File: src/rtl/acq_seq_pkg.sv
package acq_seq_pkg;

    localparam int SMP_W_DEF  = 12;
    localparam int MUX_W_DEF  = 3;
    localparam int N_SLOT_DEF = 6;

    typedef enum logic [2:0] {
        ST_IDLE,
        ST_ACQ,
        ST_SETTLE,
        ST_START,
        ST_CONV,
        ST_DONE
    } seq_st_t;

    // Slot k (0..2 voltages, 3..5 currents) is wired to multiplexer input k.
    function automatic int slot_to_mux(input int slot);
        return slot;
    endfunction

    function automatic int max3(input int a, input int b, input int c);
        int m;
        m = (a > b) ? a : b;
        return (m > c) ? m : c;
    endfunction

endpackage

File: src/rtl/acq_tick_gen.sv
module acq_tick_gen #(
    parameter int TICK_DIV = 50000
) (
    input  logic clk,
    input  logic rst,
    output logic tick
);
    localparam int CW = (TICK_DIV > 1) ? $clog2(TICK_DIV) : 1;
    localparam logic [CW-1:0] LAST = CW'(TICK_DIV - 1);

    logic [CW-1:0] cnt;

    always_ff @(posedge clk) begin
        if (rst) begin
            cnt <= '0;
        end else if (cnt == LAST) begin
            cnt <= '0;
        end else begin
            cnt <= cnt + 1'b1;
        end
    end

    assign tick = (cnt == LAST);
endmodule

File: src/rtl/acq_seq_ctrl.sv
module acq_seq_ctrl
    import acq_seq_pkg::*;
#(
    parameter int N_SLOT      = N_SLOT_DEF,
    parameter int MUX_W       = MUX_W_DEF,
    parameter int ACQ_CYC     = 100,
    parameter int SETTLE_CYC  = 50,
    parameter int TIMEOUT_CYC = 1250,
    localparam int SLOT_W     = (N_SLOT > 1) ? $clog2(N_SLOT) : 1
) (
    input  logic              clk,
    input  logic              rst,
    input  logic              tick,
    input  logic              adc_busy,
    output logic              hold,
    output logic [MUX_W-1:0]  mux_sel,
    output logic              adc_start,
    output logic              cap_en,
    output logic              cap_zero,
    output logic [SLOT_W-1:0] cap_slot,
    output logic              commit,
    output logic              commit_ok,
    output logic              conv_err
);
    localparam int WCW = $clog2(max3(ACQ_CYC, SETTLE_CYC, TIMEOUT_CYC) + 1);
    localparam logic [WCW-1:0]    ACQ_LAST  = WCW'(ACQ_CYC - 1);
    localparam logic [WCW-1:0]    SET_LAST  = WCW'(SETTLE_CYC - 1);
    localparam logic [WCW-1:0]    TMO_LAST  = WCW'(TIMEOUT_CYC - 1);
    localparam logic [SLOT_W-1:0] SLOT_LAST = SLOT_W'(N_SLOT - 1);

    seq_st_t           state;
    logic [WCW-1:0]    wcnt;
    logic [SLOT_W-1:0] slot;
    logic              bad;
    logic              err_q;
    logic              conv_ok;
    logic              conv_tmo;

    // Busy is not trusted in the first wait cycle; the converter needs an edge to raise it.
    assign conv_ok  = (state == ST_CONV) && (wcnt != '0) && !adc_busy;
    assign conv_tmo = (state == ST_CONV) && !conv_ok && (wcnt == TMO_LAST);

    always_ff @(posedge clk) begin
        if (rst) begin
            state <= ST_IDLE;
            wcnt  <= '0;
            slot  <= '0;
            bad   <= 1'b0;
            err_q <= 1'b0;
        end else begin
            unique case (state)
                ST_IDLE: begin
                    if (tick) begin
                        state <= ST_ACQ;
                        wcnt  <= '0;
                        slot  <= '0;
                        bad   <= 1'b0;
                    end
                end
                ST_ACQ: begin
                    if (wcnt == ACQ_LAST) begin
                        state <= ST_SETTLE;
                        wcnt  <= '0;
                    end else begin
                        wcnt <= wcnt + 1'b1;
                    end
                end
                ST_SETTLE: begin
                    if (wcnt == SET_LAST) begin
                        state <= ST_START;
                        wcnt  <= '0;
                    end else begin
                        wcnt <= wcnt + 1'b1;
                    end
                end
                ST_START: begin
                    state <= ST_CONV;
                    wcnt  <= '0;
                end
                ST_CONV: begin
                    if (conv_ok || conv_tmo) begin
                        wcnt <= '0;
                        if (conv_tmo) begin
                            bad   <= 1'b1;
                            err_q <= 1'b1;
                        end
                        if (slot == SLOT_LAST) begin
                            state <= ST_DONE;
                        end else begin
                            slot  <= slot + 1'b1;
                            state <= ST_SETTLE;
                        end
                    end else begin
                        wcnt <= wcnt + 1'b1;
                    end
                end
                ST_DONE: begin
                    state <= ST_IDLE;
                    slot  <= '0;
                end
                default: state <= ST_IDLE;
            endcase
        end
    end

    assign hold      = (state == ST_ACQ) || (state == ST_SETTLE) ||
                       (state == ST_START) || (state == ST_CONV);
    assign mux_sel   = MUX_W'(slot_to_mux(int'(slot)));
    assign adc_start = (state == ST_START);
    assign cap_en    = conv_ok || conv_tmo;
    assign cap_zero  = conv_tmo;
    assign cap_slot  = slot;
    assign commit    = (state == ST_DONE);
    assign commit_ok = !bad;
    assign conv_err  = err_q;
endmodule

File: src/rtl/acq_sample_store.sv
module acq_sample_store #(
    parameter int N_SLOT  = 6,
    parameter int SMP_W   = 12,
    localparam int SLOT_W = (N_SLOT > 1) ? $clog2(N_SLOT) : 1
) (
    input  logic                    clk,
    input  logic                    rst,
    input  logic                    cap_en,
    input  logic                    cap_zero,
    input  logic [SLOT_W-1:0]       cap_slot,
    input  logic [SMP_W-1:0]        cap_data,
    input  logic                    commit,
    input  logic                    commit_ok,
    output logic                    frame_valid,
    output logic                    frame_ok,
    output logic [N_SLOT*SMP_W-1:0] frame_data
);
    logic [SMP_W-1:0] cur [N_SLOT];

    for (genvar k = 0; k < N_SLOT; k++) begin : g_slot
        always_ff @(posedge clk) begin
            if (rst) begin
                cur[k] <= '0;
            end else if (cap_en && (cap_slot == SLOT_W'(k))) begin
                cur[k] <= cap_zero ? '0 : cap_data;
            end
        end

        always_ff @(posedge clk) begin
            if (rst) begin
                frame_data[k*SMP_W +: SMP_W] <= '0;
            end else if (commit) begin
                frame_data[k*SMP_W +: SMP_W] <= cur[k];
            end
        end
    end

    always_ff @(posedge clk) begin
        if (rst) begin
            frame_valid <= 1'b0;
            frame_ok    <= 1'b0;
        end else begin
            frame_valid <= commit;
            if (commit) begin
                frame_ok <= commit_ok;
            end
        end
    end
endmodule

File: src/rtl/adc_acq_seq.sv
module adc_acq_seq
    import acq_seq_pkg::*;
#(
    parameter int TICK_DIV    = 50000,
    parameter int ACQ_CYC     = 100,
    parameter int SETTLE_CYC  = 50,
    parameter int TIMEOUT_CYC = 1250,
    parameter int N_SLOT      = N_SLOT_DEF,
    parameter int MUX_W       = MUX_W_DEF,
    parameter int SMP_W       = SMP_W_DEF
) (
    input  logic                    clk,
    input  logic                    rst,
    input  logic                    adc_busy,
    input  logic [SMP_W-1:0]        adc_data,
    output logic                    hold,
    output logic [MUX_W-1:0]        mux_sel,
    output logic                    adc_start,
    output logic                    frame_valid,
    output logic                    frame_ok,
    output logic [N_SLOT*SMP_W-1:0] frame_data,
    output logic                    conv_err
);
    localparam int SLOT_W = (N_SLOT > 1) ? $clog2(N_SLOT) : 1;

    logic              tick;
    logic              cap_en;
    logic              cap_zero;
    logic [SLOT_W-1:0] cap_slot;
    logic              commit;
    logic              commit_ok;

    acq_tick_gen #(.TICK_DIV(TICK_DIV)) u_tick (
        .clk  (clk),
        .rst  (rst),
        .tick (tick)
    );

    acq_seq_ctrl #(
        .N_SLOT      (N_SLOT),
        .MUX_W       (MUX_W),
        .ACQ_CYC     (ACQ_CYC),
        .SETTLE_CYC  (SETTLE_CYC),
        .TIMEOUT_CYC (TIMEOUT_CYC)
    ) u_ctrl (
        .clk       (clk),
        .rst       (rst),
        .tick      (tick),
        .adc_busy  (adc_busy),
        .hold      (hold),
        .mux_sel   (mux_sel),
        .adc_start (adc_start),
        .cap_en    (cap_en),
        .cap_zero  (cap_zero),
        .cap_slot  (cap_slot),
        .commit    (commit),
        .commit_ok (commit_ok),
        .conv_err  (conv_err)
    );

    acq_sample_store #(
        .N_SLOT (N_SLOT),
        .SMP_W  (SMP_W)
    ) u_store (
        .clk         (clk),
        .rst         (rst),
        .cap_en      (cap_en),
        .cap_zero    (cap_zero),
        .cap_slot    (cap_slot),
        .cap_data    (adc_data),
        .commit      (commit),
        .commit_ok   (commit_ok),
        .frame_valid (frame_valid),
        .frame_ok    (frame_ok),
        .frame_data  (frame_data)
    );
endmodule

File: config.mk
export PLATFORM = sky130hd
export DESIGN_NAME = adc_acq_seq
export DESIGN_NICKNAME = d
export VERILOG_FILES = /design/src/rtl/acq_seq_pkg.sv /design/src/rtl/acq_tick_gen.sv /design/src/rtl/acq_seq_ctrl.sv /design/src/rtl/acq_sample_store.sv /design/src/rtl/adc_acq_seq.sv
export SDC_FILE = /design/constraint.sdc
export NUM_CORES = 1
export LEC_CHECK = 0
export ABC_CLOCK_PERIOD_IN_PS = 3300
export BUFFER_PORTS_ARGS = -buffer_cell sky130_fd_sc_hd__buf_2
export CORE_AREA = 2 2 157 159
export DETAILED_ROUTE_END_ITERATION = 10
export DIE_AREA = 0 0 159 161
export GPL_ROUTABILITY_DRIVEN = 0
export SETUP_SLACK_MARGIN = 0.5
export SYNTH_ARGS = -nofsm -noshare
export SYNTH_HDL_FRONTEND = slang
export SYNTH_SLANG_ARGS = --single-unit
File: constraint.sdc
create_clock -name clk -period 3.3 [get_ports clk]
set_input_delay 0.66 -clock clk [delete_from_list [all_inputs] [get_ports clk]]
set_output_delay 0.66 -clock clk [all_outputs]
set_load 0.01 [all_outputs]
==> results of run 1 <==
[cell families (layout without fill, tap and decap cells)]
| group | Yosys count | after routing |
|---|---|---|
| AOI/OAI and AO/OA | 119 | 119 |
| xor gates and xnor gates | 17 | 17 |
| adders and majority gates | 9 | 9 |
| buffers and inverters | 49 | 142 |
| DFF | 181 | 181 |
| and+or+nand+nor | 342 | 342 |
[worst min-delay path by stage]
| stage | cells past startpoint | slack [ps] | to |
|---|---|---|---|
| final | 2 | 450 | u_store.frame_data[50] |
| after global routing | 2 | 470 | frame_data[34] |
| after CTS | 2 | 450 | frame_data[37] |
| after detailed placement | 2 | 440 | u_ctrl.conv_err |
| after global placement | 2 | 440 | u_ctrl.conv_err |
| after floorplan | 1 | 410 | u_store.frame_ok |
[worst register-to-register path: stages, from the launching register on]
cell and delay [ps]:
dfxtp_1 430, inv_1 70, ha_1 190, nor3b_1 150, a31oi_2 420, nor2_1 130
nor2_1 360, a31o_2 430
[synth_stat cells, types with 6 or more instances]
| master | instances | area (um2) |
|---|---|---|
| nand2_1 | 173 | 649.4 |
| dfxtp_1 | 109 | 2182 |
| nor2_1 | 106 | 397.9 |
| a21oi_1 | 77 | 385.4 |
| edfxtp_1 | 72 | 2162 |
| clkbuf_1 | 21 | 78.83 |
| nand3_1 | 13 | 65.06 |
| xor2_1 | 10 | 87.58 |
| ha_1 | 9 | 112.6 |
| inv_1 | 9 | 33.78 |
| xnor2_1 | 7 | 61.31 |
| and3_1 | 6 | 37.54 |
| buf_2 | 6 | 30.03 |
| nand4_1 | 6 | 37.54 |
[power groups by stage]
stage                     clock, uW  sequential [uW]  combinational, uW
after floorplan                   0             2440                272
after global placement            0             2470                373
after detailed placement          0             2470                375
after CTS                      2000             2420                377
after global routing           2090             2420                420
final                          1950             2420                379
[per-stage QoR]
| step | hold slack [ps] | cells | util | total power [uW] | cell area [um2] |
|---|---|---|---|---|---|
| CTS | 452.9 | 1134 | 0.3505 | 4794 | 8399 |
| global placement | 438.5 | 1102 | 0.3269 | 2841 | 7833 |
| finish | 450.5 | 1134 | 0.3506 | 4743 | 8401 |
| detailed placement | 443.2 | 1102 | 0.3269 | 2843 | 7833 |
| floorplan | 412.9 | 717 | - | 2714 | 7082 |
| global route | 467.8 | 1134 | 0.3506 | 4934 | 8401 |
[layer usage]
metal | GRT usage | share of wire
met2 | 0.2099 | 0.48
met3 | 0.04006 | 0.070
met4 | 0.04587 | 0.0092
met5 | 0 | 0
met1 | 0.1808 | 0.44
[registers in the layout, indices dropped and copies added (netlist names)]
name / cells
u_ctrl.state: 3
u_store.frame_data: 22
u_tick.cnt: 16
u_ctrl.wcnt: 11
u_store.cur: 72
frame_data: 50
u_store.frame_valid: 1
u_store.frame_ok: 1
u_ctrl.bad: 1
u_ctrl.cap_slot: 3
u_ctrl.conv_err: 1
[cell type report]
class | instances | area, um2 | share of cell area
clock buffer | 21 | 483.0 | 0.05749
clock inverter | 11 | 83.83 | 0.009979
inverter | 10 | 37.54 | 0.004468
multi-input combinational | 487 | 2506 | 0.2983
sequential | 181 | 4344 | 0.5171
tap | 324 | 405.4 | 0.04826
timing repair buffer | 100 | 540.5 | 0.06434
[cells in the final DEF (no fill, tap or decap), types with 2 or more instances in the layout]
master,netlist,final
nor2_1,106,106
and2_1,5,4
a22oi_1,2,2
nand4_1,6,6
nand3_1,13,13
xor2_1,10,10
clkbuf_1,21,2
ha_1,9,9
o31ai_1,4,4
clkinv_1,1,2
inv_6,0,4
buf_2,6,94
nor2b_1,3,3
and4_1,2,2
o211ai_1,2,2
inv_1,9,9
o32ai_1,2,2
a22o_1,3,3
nand2_1,173,172
clkinv_4,0,2
nor3_1,5,5
clkbuf_16,0,19
nor4_1,4,4
dfxtp_1,109,109
or3b_2,2,2
a21o_1,3,2
buf_4,2,4
a31o_2,4,4
edfxtp_1,72,72
nand3b_1,2,2
clkinv_2,0,2
nand2b_1,2,2
o21ai_0,3,3
a211oi_1,4,4
or3_1,3,3
a21oi_1,77,77
xnor2_1,7,7
and3_1,6,6
buf_12,0,2
==> impl_metrics.env, run 1 <==
export IMPL_grt_pass1_vias=5017
export IMPL_seqPwrFrac=0.510
export IMPL_maxCapViolCount=0
export IMPL_antenna_found_initial=0
export IMPL_drt_iter0_drc=382
export IMPL_vias_per_cell=4.576
export IMPL_fmaxAchievable_ghz=0.3944
export IMPL_grt_setup_unrepaired="false"
export IMPL_crit_arrival_ps=2620
export IMPL_port_buffers=94
export IMPL_drive_gt1_frac=0.1840
export IMPL_cts_sinks=181
export IMPL_crit_chain="inv_1, ha_1, nor3b_1, a31oi_2, nor2_1, nor2_1, a31o_2"
export IMPL_fill_cells=2471
export IMPL_cts_buffers_inserted=17
export IMPL_dp_hpwl_um=11570
export IMPL_crit_buf_inv=1
export IMPL_crit_family="compound AO/OA/AOI/OAI gates"
export IMPL_synth_area_um2=7082
export IMPL_worst_ir_drop_vdd_mv=0.2706
export IMPL_wl_um=17120
export IMPL_crit_start="u_ctrl.wcnt[0]"
export IMPL_clk_latency_ps=440
export IMPL_ctsResizeCount=0
export IMPL_skew_ps=27.40
export IMPL_antenna_cells=0
export IMPL_rows=57
export IMPL_synth_xor_xnor_area_share=0.02102
export IMPL_slowest_delay_ps=430
export IMPL_grt_start_max_net_pins=96
export IMPL_internal_power_uw=3583
export IMPL_start_kind="flip-flop"
export IMPL_outcome="finished, final reports clean"
export IMPL_synthCells=717
export IMPL_crit_fanout=12
export IMPL_tns_ps=0
export IMPL_grt_overflow_total=0
export IMPL_critical_path_required_ps=3390
export IMPL_worst_slack_ps=764.8
export IMPL_ys_types=61
export IMPL_worst_r2r_path_depth=7
export IMPL_muxShareOfSynthArea=0
export IMPL_tightest_slew_ps=680.5
export IMPL_synth_fa_ha_area_frac=0.01590
export IMPL_cts_tree="yes"
export IMPL_cp_endpoint="u_store.cur[2][5]"
export IMPL_vias=5189
export IMPL_cts_buffer_depth=2
export IMPL_initial_core_util=0.2955
export IMPL_ant_nets=0
export IMPL_dr_pass1_iters=4
export IMPL_async_flop_share=0
export IMPL_synth_seq_cells=181
export IMPL_slew_violations=0
export IMPL_cts_setup_buffers=0
export IMPL_cp_depth=7
export IMPL_die_w_um=159
export IMPL_hold_viol=0
export IMPL_synth_compound_area_frac=0.1094
export IMPL_remaining_drc_errors=0
export IMPL_fin_crit_sh=0.7682
export IMPL_switching_share=0.2447
export IMPL_slew_headroom=0.5463
export IMPL_synth_edf_count=72
export IMPL_coreArea_um2=23960
export IMPL_rr_endpoint="u_store.cur[2][5]"
export IMPL_wl_per_cell_um=15.09
export IMPL_min_path_type="flip-flop to flip-flop"
export IMPL_power_frac_comb=0.080
export IMPL_root_buffer="clkbuf_16"
export IMPL_leakagePower_uw=0.003234
export IMPL_worstHoldStart="u_store.frame_data[50]"
export IMPL_synth_top_family_by_area="simple AND/OR/NAND/NOR gates"
export IMPL_timing_rr_start="u_ctrl.wcnt[0]"
export IMPL_clockPowerShare=0.410
export IMPL_period_needed_ps=2535
export IMPL_synth_area_per_cell_um2=9.877
export IMPL_nets=821
export IMPL_worstSetupEndpointType="flip-flop"
export IMPL_regToRegSetupSlack_ps=760
export IMPL_yosys_area_share_simple=0.2069
export IMPL_io_pins=95
export IMPL_grt_pass1_wl_um=26810
export IMPL_path_class="flip-flop to flip-flop"
export IMPL_cpMostUsedCell="nor2_1"
export IMPL_synth_fp_nets=741
export IMPL_dp_slack_ps=711.7
export IMPL_h_tree_depth=4
export IMPL_grt_usage=0.1352
export IMPL_ys_flop_type="dfxtp_1"
export IMPL_syn_to_final_growth_pct=18.62
export IMPL_p_sw_uw=1161
export IMPL_seq_area_frac_synth=0.6134
export IMPL_crit_slowest_cell="dfxtp_1"
export IMPL_die_h_um=161
export IMPL_finalSetupViolations=0
export IMPL_ctsHoldBuffers=0
export IMPL_cellPowerDensity_nw_per_um2=564.6
export IMPL_clk_pin_slew_ps=70
export IMPL_yosysWarnings=0
export IMPL_die_area_um2=25600
Power figures use the tool's default switching activity.
==> run 2, diff against run 1 <==
--- a/config.mk
+++ b/config.mk
@@ -5,11 +5,12 @@
 export SDC_FILE = /design/constraint.sdc
 export NUM_CORES = 1
 export LEC_CHECK = 0
-export ABC_CLOCK_PERIOD_IN_PS = 3300
+export ABC_AREA = 1
+export ABC_CLOCK_PERIOD_IN_PS = 2150
 export BUFFER_PORTS_ARGS = -buffer_cell sky130_fd_sc_hd__buf_2
-export CORE_AREA = 2 2 157 159
+export CORE_AREA = 2 2 162 164
 export DETAILED_ROUTE_END_ITERATION = 10
-export DIE_AREA = 0 0 159 161
+export DIE_AREA = 0 0 164 166
 export GPL_ROUTABILITY_DRIVEN = 0
 export SETUP_SLACK_MARGIN = 0.5
 export SYNTH_ARGS = -nofsm -noshare
==> constraint.sdc (replaced) <==
create_clock -name clk -period 2.15 [get_ports clk]
set_input_delay 0.43 -clock clk [delete_from_list [all_inputs] [get_ports clk]]
set_output_delay 0.43 -clock clk [all_outputs]
set_load 0.01 [all_outputs]
==> impl_metrics.env, run 2 <==
export IMPL_antenna_cells=0
export IMPL_grt_pass1_vias=5587
export IMPL_grt_setup_unrepaired="true"
export IMPL_ys_types=37
export IMPL_worst_ir_drop_vdd_mv=0.5859
export IMPL_period_needed_ps=1838
export IMPL_vias_per_cell=4.630
export IMPL_root_buffer="clkbuf_16"
export IMPL_cts_tree="yes"
export IMPL_grt_overflow_total=0
export IMPL_wl_per_cell_um=15.42
export IMPL_start_kind="flip-flop"
export IMPL_largest_reg_flops=72
export IMPL_synth_edf_count=72
export IMPL_yosysWarnings=0
export IMPL_final_cell_mix="nor2_1, dfxtp_1, buf_2, o21ai_0, edfxtp_1"
export IMPL_yosysMostFrequentCell="nor2_1"
export IMPL_clk_latency_ps=440
export IMPL_crit_family="flip-flops"
export IMPL_dp_hpwl_um=12520
export IMPL_synth_area_per_cell_um2=9.104
export IMPL_grt_pass1_wl_um=30130
export IMPL_maxCapViolCount=0
export IMPL_die_area_um2=27220
export IMPL_cts_buffer_depth=2
export IMPL_synth_area_um2=7511
export IMPL_remaining_drc_errors=0
export IMPL_tns_ps=0
export IMPL_final_common_cell="nor2_1"
export IMPL_slowest_delay_ps=410
export IMPL_clk_pin_slew_ps=70
export IMPL_ys_flop_type="dfxtp_1"
export IMPL_cpMostUsedCell="nor2_4"
export IMPL_antenna_found_initial=0
export IMPL_yosys_area_top_type_share=0.2905
export IMPL_final_cells=1318
export IMPL_nets=994
export IMPL_grt_start_max_net_pins=54
export IMPL_leakagePower_uw=0.004427
export IMPL_synthCells=825
export IMPL_cts_buffers_inserted=17
export IMPL_fin_crit_sh=0.8550
export IMPL_synth_fp_nets=849
export IMPL_syn_to_final_growth_pct=36.65
export IMPL_ant_nets=0
export IMPL_drt_iter0_drc=517
export IMPL_wl_um=20320
export IMPL_dpl_cell_count=1235
export IMPL_hold_viol=0
export IMPL_min_path_type="primary input to flip-flop"
export IMPL_ctsHoldBuffers=0
export IMPL_seq_area_frac_synth=0.5784
export IMPL_cts_sinks=181
export IMPL_crit_arrival_ps=1410
export IMPL_vias=6102
export IMPL_coreArea_um2=25620
export IMPL_die_h_um=166
export IMPL_skew_ps=11.15
export IMPL_finalSetupViolations=0
export IMPL_outcome="finished, final reports clean"
export IMPL_die_w_um=164
export IMPL_grt_usage=0.1412
export IMPL_tightest_slew_ps=599.8
export IMPL_crit_fanout=5
export IMPL_crit_slowest_cell="dfxtp_4"
export IMPL_h_tree_depth=4
export IMPL_synth_seq_cells=181
export IMPL_path_class="flip-flop to primary output"
export IMPL_cellPowerDensity_nw_per_um2=787.8
export IMPL_regMostFlops="u_store.cur"
export IMPL_largestRegisters="u_store.cur (72), frame_data (50), u_store.frame_data (22)"
export IMPL_port_buffers=94
export IMPL_drive_gt1_frac=0.3723
export IMPL_yosys_top_cells_count="nor2_1, dfxtp_1, nand2_1"
export IMPL_worstSetupEndpointType="primary output"
export IMPL_crit_buf_inv=2
export IMPL_yosys_top_cells_area="dfxtp_1, edfxtp_1, nor2_1"
export IMPL_async_flop_share=0
export IMPL_synth_top_area_cell="dfxtp_1"
export IMPL_io_pins=95
export IMPL_rows=59
export IMPL_slew_headroom=0.5997
export IMPL_critical_path_required_ps=1720
export IMPL_slew_violations=0
export IMPL_fmaxAchievable_ghz=0.5440
export IMPL_dr_pass1_iters=5
export IMPL_initial_core_util=0.2932
export IMPL_crit_chain="nor2_4, nand2_4, inv_6, nor2_4, nand2_1, buf_2"
export IMPL_total_power_uw=8085
-- run 2: cell count changes after synthesis, sizes merged, moves of 5 or more --
cell,previous run,this run
xnor2,7,0
o21ai,3,80
nand3,14,22
a21oi,77,26
and2,5,0
nor2,107,251
nand2,173,108
and3,6,0
inv,9,60
xor2,10,5
nand4,6,24
-- run 2: cell type report --
| cell class | instances | area, um2 |
|---|---|---|
| multi-input combinational | 549 | 3426 |
| tap | 335 | 419.2 |
| clock inverter | 11 | 105.1 |
| sequential | 181 | 4373 |
| fill | 2437 | 15350 |
| inverter | 61 | 249.0 |
| timing repair buffer | 160 | 1189 |
| clock buffer | 21 | 503.0 |
-- run 2: final timing paths --
kind,from,endpoint,slack (ps),cells after the start
max,u_ctrl.state[0],hold,310,6
min,adc_data[11],u_store.cur[3][11],410,3
max reg2reg,u_ctrl.state[0],u_store.cur[1][5],350,10
min reg2reg,u_tick.cnt[0],u_tick.cnt[0],420,1
-- run 2: cells by family after synthesis --
| logic type | after synthesis | share of synthesized area |
|---|---|---|
| buffers and inverters | 100 | 0.06064 |
| AOI/OAI and AO/OA | 112 | 0.08063 |
| and+or+nand+nor | 418 | 0.2595 |
| DFF | 181 | 0.5784 |
| xor gates and xnor gates | 5 | 0.005830 |
| adders and majority gates | 9 | 0.01499 |
-- run 2: metrics by stage --
stage / area, um2 / hold WS, ps / setup WS [ps] / util
after CTS: 9632 / 348.4 / 345.3 / 0.3760
after floorplan: 7515 / 406.2 / 395.5 / -
after detailed placement: 8347 / 444.6 / 211.6 / 0.3258
after global placement: 8347 / 432.6 / 203.7 / 0.3258
final: 10260 / 405.3 / 311.7 / 0.4007
after global routing: 10260 / 410.5 / 244.9 / 0.4007
-- run 2: power breakdown --
| group | total [uW] | leakage, uW | switching [uW] | internal, uW |
|---|---|---|---|---|
| Clock | 3180 | 0.000304 | 1370 | 1810 |
| Combinational | 1160 | 0.00249 | 720 | 443 |
| Sequential | 3740 | 0.00163 | 81.3 | 3660 |
| Total | 8090 | 0.00443 | 2170 | 5910 |
-- run 2: timing repair --
item | 4_1_cts | 5_1_grt
gates resized for setup | 114 | 110
endpoints found under the setup margin | 157 | 209
gates cloned | 7 | 5
pin swaps | 9 | 22
buffers inserted | 23 | 16
-- run 2: layer usage --
metal / share of wire / GRT usage / vias to the layer above
met4: 0.022 / 0.04882 / 0
met3: 0.046 / 0.02772 / 31
li1: - / - / 2994
met1: 0.44 / 0.1853 / 2931
met5: 0 / 0 / -
met2: 0.50 / 0.2316 / 146
-- run 2: tightest hold or removal path: cells and delay by family --
kind                   cells  cell delay [ps]
AND/OR/NAND/NOR            1              100
buffers and inverters      2              200
==> run 3, diff against run 2 <==
--- a/config.mk
+++ b/config.mk
@@ -7,11 +7,12 @@
 export LEC_CHECK = 0
 export ABC_AREA = 1
 export ABC_CLOCK_PERIOD_IN_PS = 2150
-export BUFFER_PORTS_ARGS = -buffer_cell sky130_fd_sc_hd__buf_2
-export CORE_AREA = 2 2 162 164
+export CORE_AREA = 2 2 126 128
 export DETAILED_ROUTE_END_ITERATION = 10
-export DIE_AREA = 0 0 164 166
+export DIE_AREA = 0 0 128 130
+export DONT_BUFFER_PORTS = 1
 export GPL_ROUTABILITY_DRIVEN = 0
+export PLACE_DENSITY = 0.72
 export SETUP_SLACK_MARGIN = 0.5
 export SYNTH_ARGS = -nofsm -noshare
 export SYNTH_HDL_FRONTEND = slang
==> impl_metrics.env, run 3 (same netlist as run 2, synthesis figures left out) <==
export IMPL_dr_pass1_iters=5
export IMPL_cts_buffer_depth=2
export IMPL_grt_usage=0.2165
export IMPL_crit_fanout=12
export IMPL_fmaxAchievable_ghz=0.5480
export IMPL_grt_pass1_vias=5431
export IMPL_final_cell_mix="nor2_1, dfxtp_1, o21ai_0, edfxtp_1, nand2_1"
export IMPL_final_common_cell="nor2_1"
export IMPL_syn_to_final_growth_pct=27.30
export IMPL_grt_pass1_wl_um=27810
export IMPL_regMostFlops="u_store.cur"
export IMPL_remaining_drc_errors=0
export IMPL_worst_r2r_path_depth=9
export IMPL_vias_per_cell=5.548
export IMPL_maxCapViolCount=0
export IMPL_outcome="finished, final reports clean"
export IMPL_largestRegisters="u_store.cur (72), frame_data (50), u_store.frame_data (22)"
export IMPL_hold_viol=0
export IMPL_leakagePower_uw=0.003865
export IMPL_slew_headroom=0.6985
export IMPL_switching_share=0.2732
export IMPL_dp_slack_ps=119.5
export IMPL_rows=46
export IMPL_worstHoldStart="rst"
export IMPL_fin_crit_sh=0.8487
export IMPL_root_buffer="clkbuf_16"
export IMPL_drive_gt1_frac=0.3007
export IMPL_cts_tree="yes"
export IMPL_worst_ir_drop_vdd_mv=0.6023
export IMPL_cellPowerDensity_nw_per_um2=826.3
export IMPL_p_sw_uw=2159
export IMPL_die_area_um2=16640
export IMPL_crit_start="u_ctrl.state[1]"
export IMPL_start_kind="flip-flop"
export IMPL_finalSetupViolations=0
export IMPL_h_tree_depth=4
export IMPL_wl_per_cell_um=18.74
export IMPL_wl_um=20240
export IMPL_tns_ps=0
export IMPL_slew_violations=0
export IMPL_cts_sinks=181
export IMPL_critical_path_required_ps=2290
export IMPL_path_class="flip-flop to flip-flop"
export IMPL_ant_nets=0
export IMPL_antenna_cells=0
export IMPL_nets=899
export IMPL_die_h_um=130
export IMPL_period_needed_ps=1825
export IMPL_grt_setup_unrepaired="true"
export IMPL_initial_core_util=0.4869
export IMPL_grt_overflow_total=0
export IMPL_clk_pin_slew_ps=70
export IMPL_die_w_um=128
export IMPL_internal_power_uw=5742
export IMPL_worst_slack_ps=325.3
export IMPL_crit_arrival_ps=1970
export IMPL_dp_hpwl_um=10670
export IMPL_min_path_type="primary input to flip-flop"
export IMPL_grt_start_max_net_pins=56
export IMPL_worstSetupEndpointType="flip-flop"
export IMPL_vias=5992
export IMPL_clockPowerShare=0.392
export IMPL_io_pins=95
export IMPL_drt_iter0_drc=430
export IMPL_timing_rr_start="u_ctrl.state[1]"
export IMPL_fill_cells=1183
export IMPL_largest_reg_flops=72
export IMPL_coreArea_um2=15420
export IMPL_total_power_uw=7901
export IMPL_min_path_cells=1
export IMPL_port_buffers=0
export IMPL_antenna_found_initial=0
export IMPL_skew_ps=10.93
export IMPL_power_frac_comb=0.133
export IMPL_seqPwrFrac=0.475
export IMPL_clk_latency_ps=440
export IMPL_tightest_slew_ps=451.8
export IMPL_cts_buffers_inserted=17
==> run 3: cell count changes in the layout (fill, tap and decap cells not counted), sizes merged, moves of 2 or more <==
cell	change
clkinv	+3
nand3	-2
buf	-98
inv	-2
clkbuf	+2
==> run 3: worst paths after layout <==
check                                         end  slack, ps
worst max-delay path            u_store.cur[1][5]        330
worst min-delay path               u_ctrl.wcnt[2]         30
worst max register to register  u_store.cur[1][5]        330
worst min register to register      u_tick.cnt[0]        420
==> run 3: area by class of cell <==
class	count	area [um2]	share of cell area
clock inverter	12	83.83	0.008767
multi-input combinational	549	3402	0.3558
tap	192	240.2	0.02512
clock buffer	20	500.5	0.05234
inverter	61	259.0	0.02709
timing repair buffer	65	700.7	0.07328
sequential	181	4375	0.4576
==> run 3: metal layers <==
layer / up-vias / wire, um / global-route usage / part of all wire
met2: 254 / 10140 / 0.3444 / 0.50
met5: - / 0 / 0 / 0
met3: 57 / 1365 / 0.06806 / 0.067
met4: 0 / 694 / 0.1118 / 0.034
met1: 2866 / 8040 / 0.2670 / 0.40
li1: 2815 / - / - / -
==> run 3: repair_timing <==
item	4_1_cts	5_1_grt
endpoints found under the setup margin	160	189
buffers inserted	19	20
hold buffers	0	0
pin swaps	27	37
hold endpoints to repair	0	0
cloned	5	9
resized for setup	104	100
==> run 3: critical path: stages (launching register included) <==
cell and delay (ps):
dfxtp_4 370, nor2_4 150, nand2_4 80, nor2_2 160, nand2_4 140, buf_12 160
nand2_8 90, nand3_1 90, nand2_1 90, buf_6 180
==> run 3: through the flow <==
step             util  instances  hold WS [ps]  area [um2]
2_1_floorplan       -        825         406.2        7515
3_3_place_gp   0.4976        995         435.7        7675
3_5_place_dp   0.4976        995         443.8        7675
4_1_cts        0.5783       1051         23.74        8920
5_1_grt        0.6199       1080         12.82        9562
6_report       0.6199       1080         27.63        9562
==> run 3: power groups by stage <==
stage	clock network (uW)	registers, uW	logic (uW)
after global routing	3260	3760	1130
after global placement	0	3800	611
final	3100	3750	1050
after CTS	3090	3750	831
after floorplan	0	3780	492
after detailed placement	0	3800	613
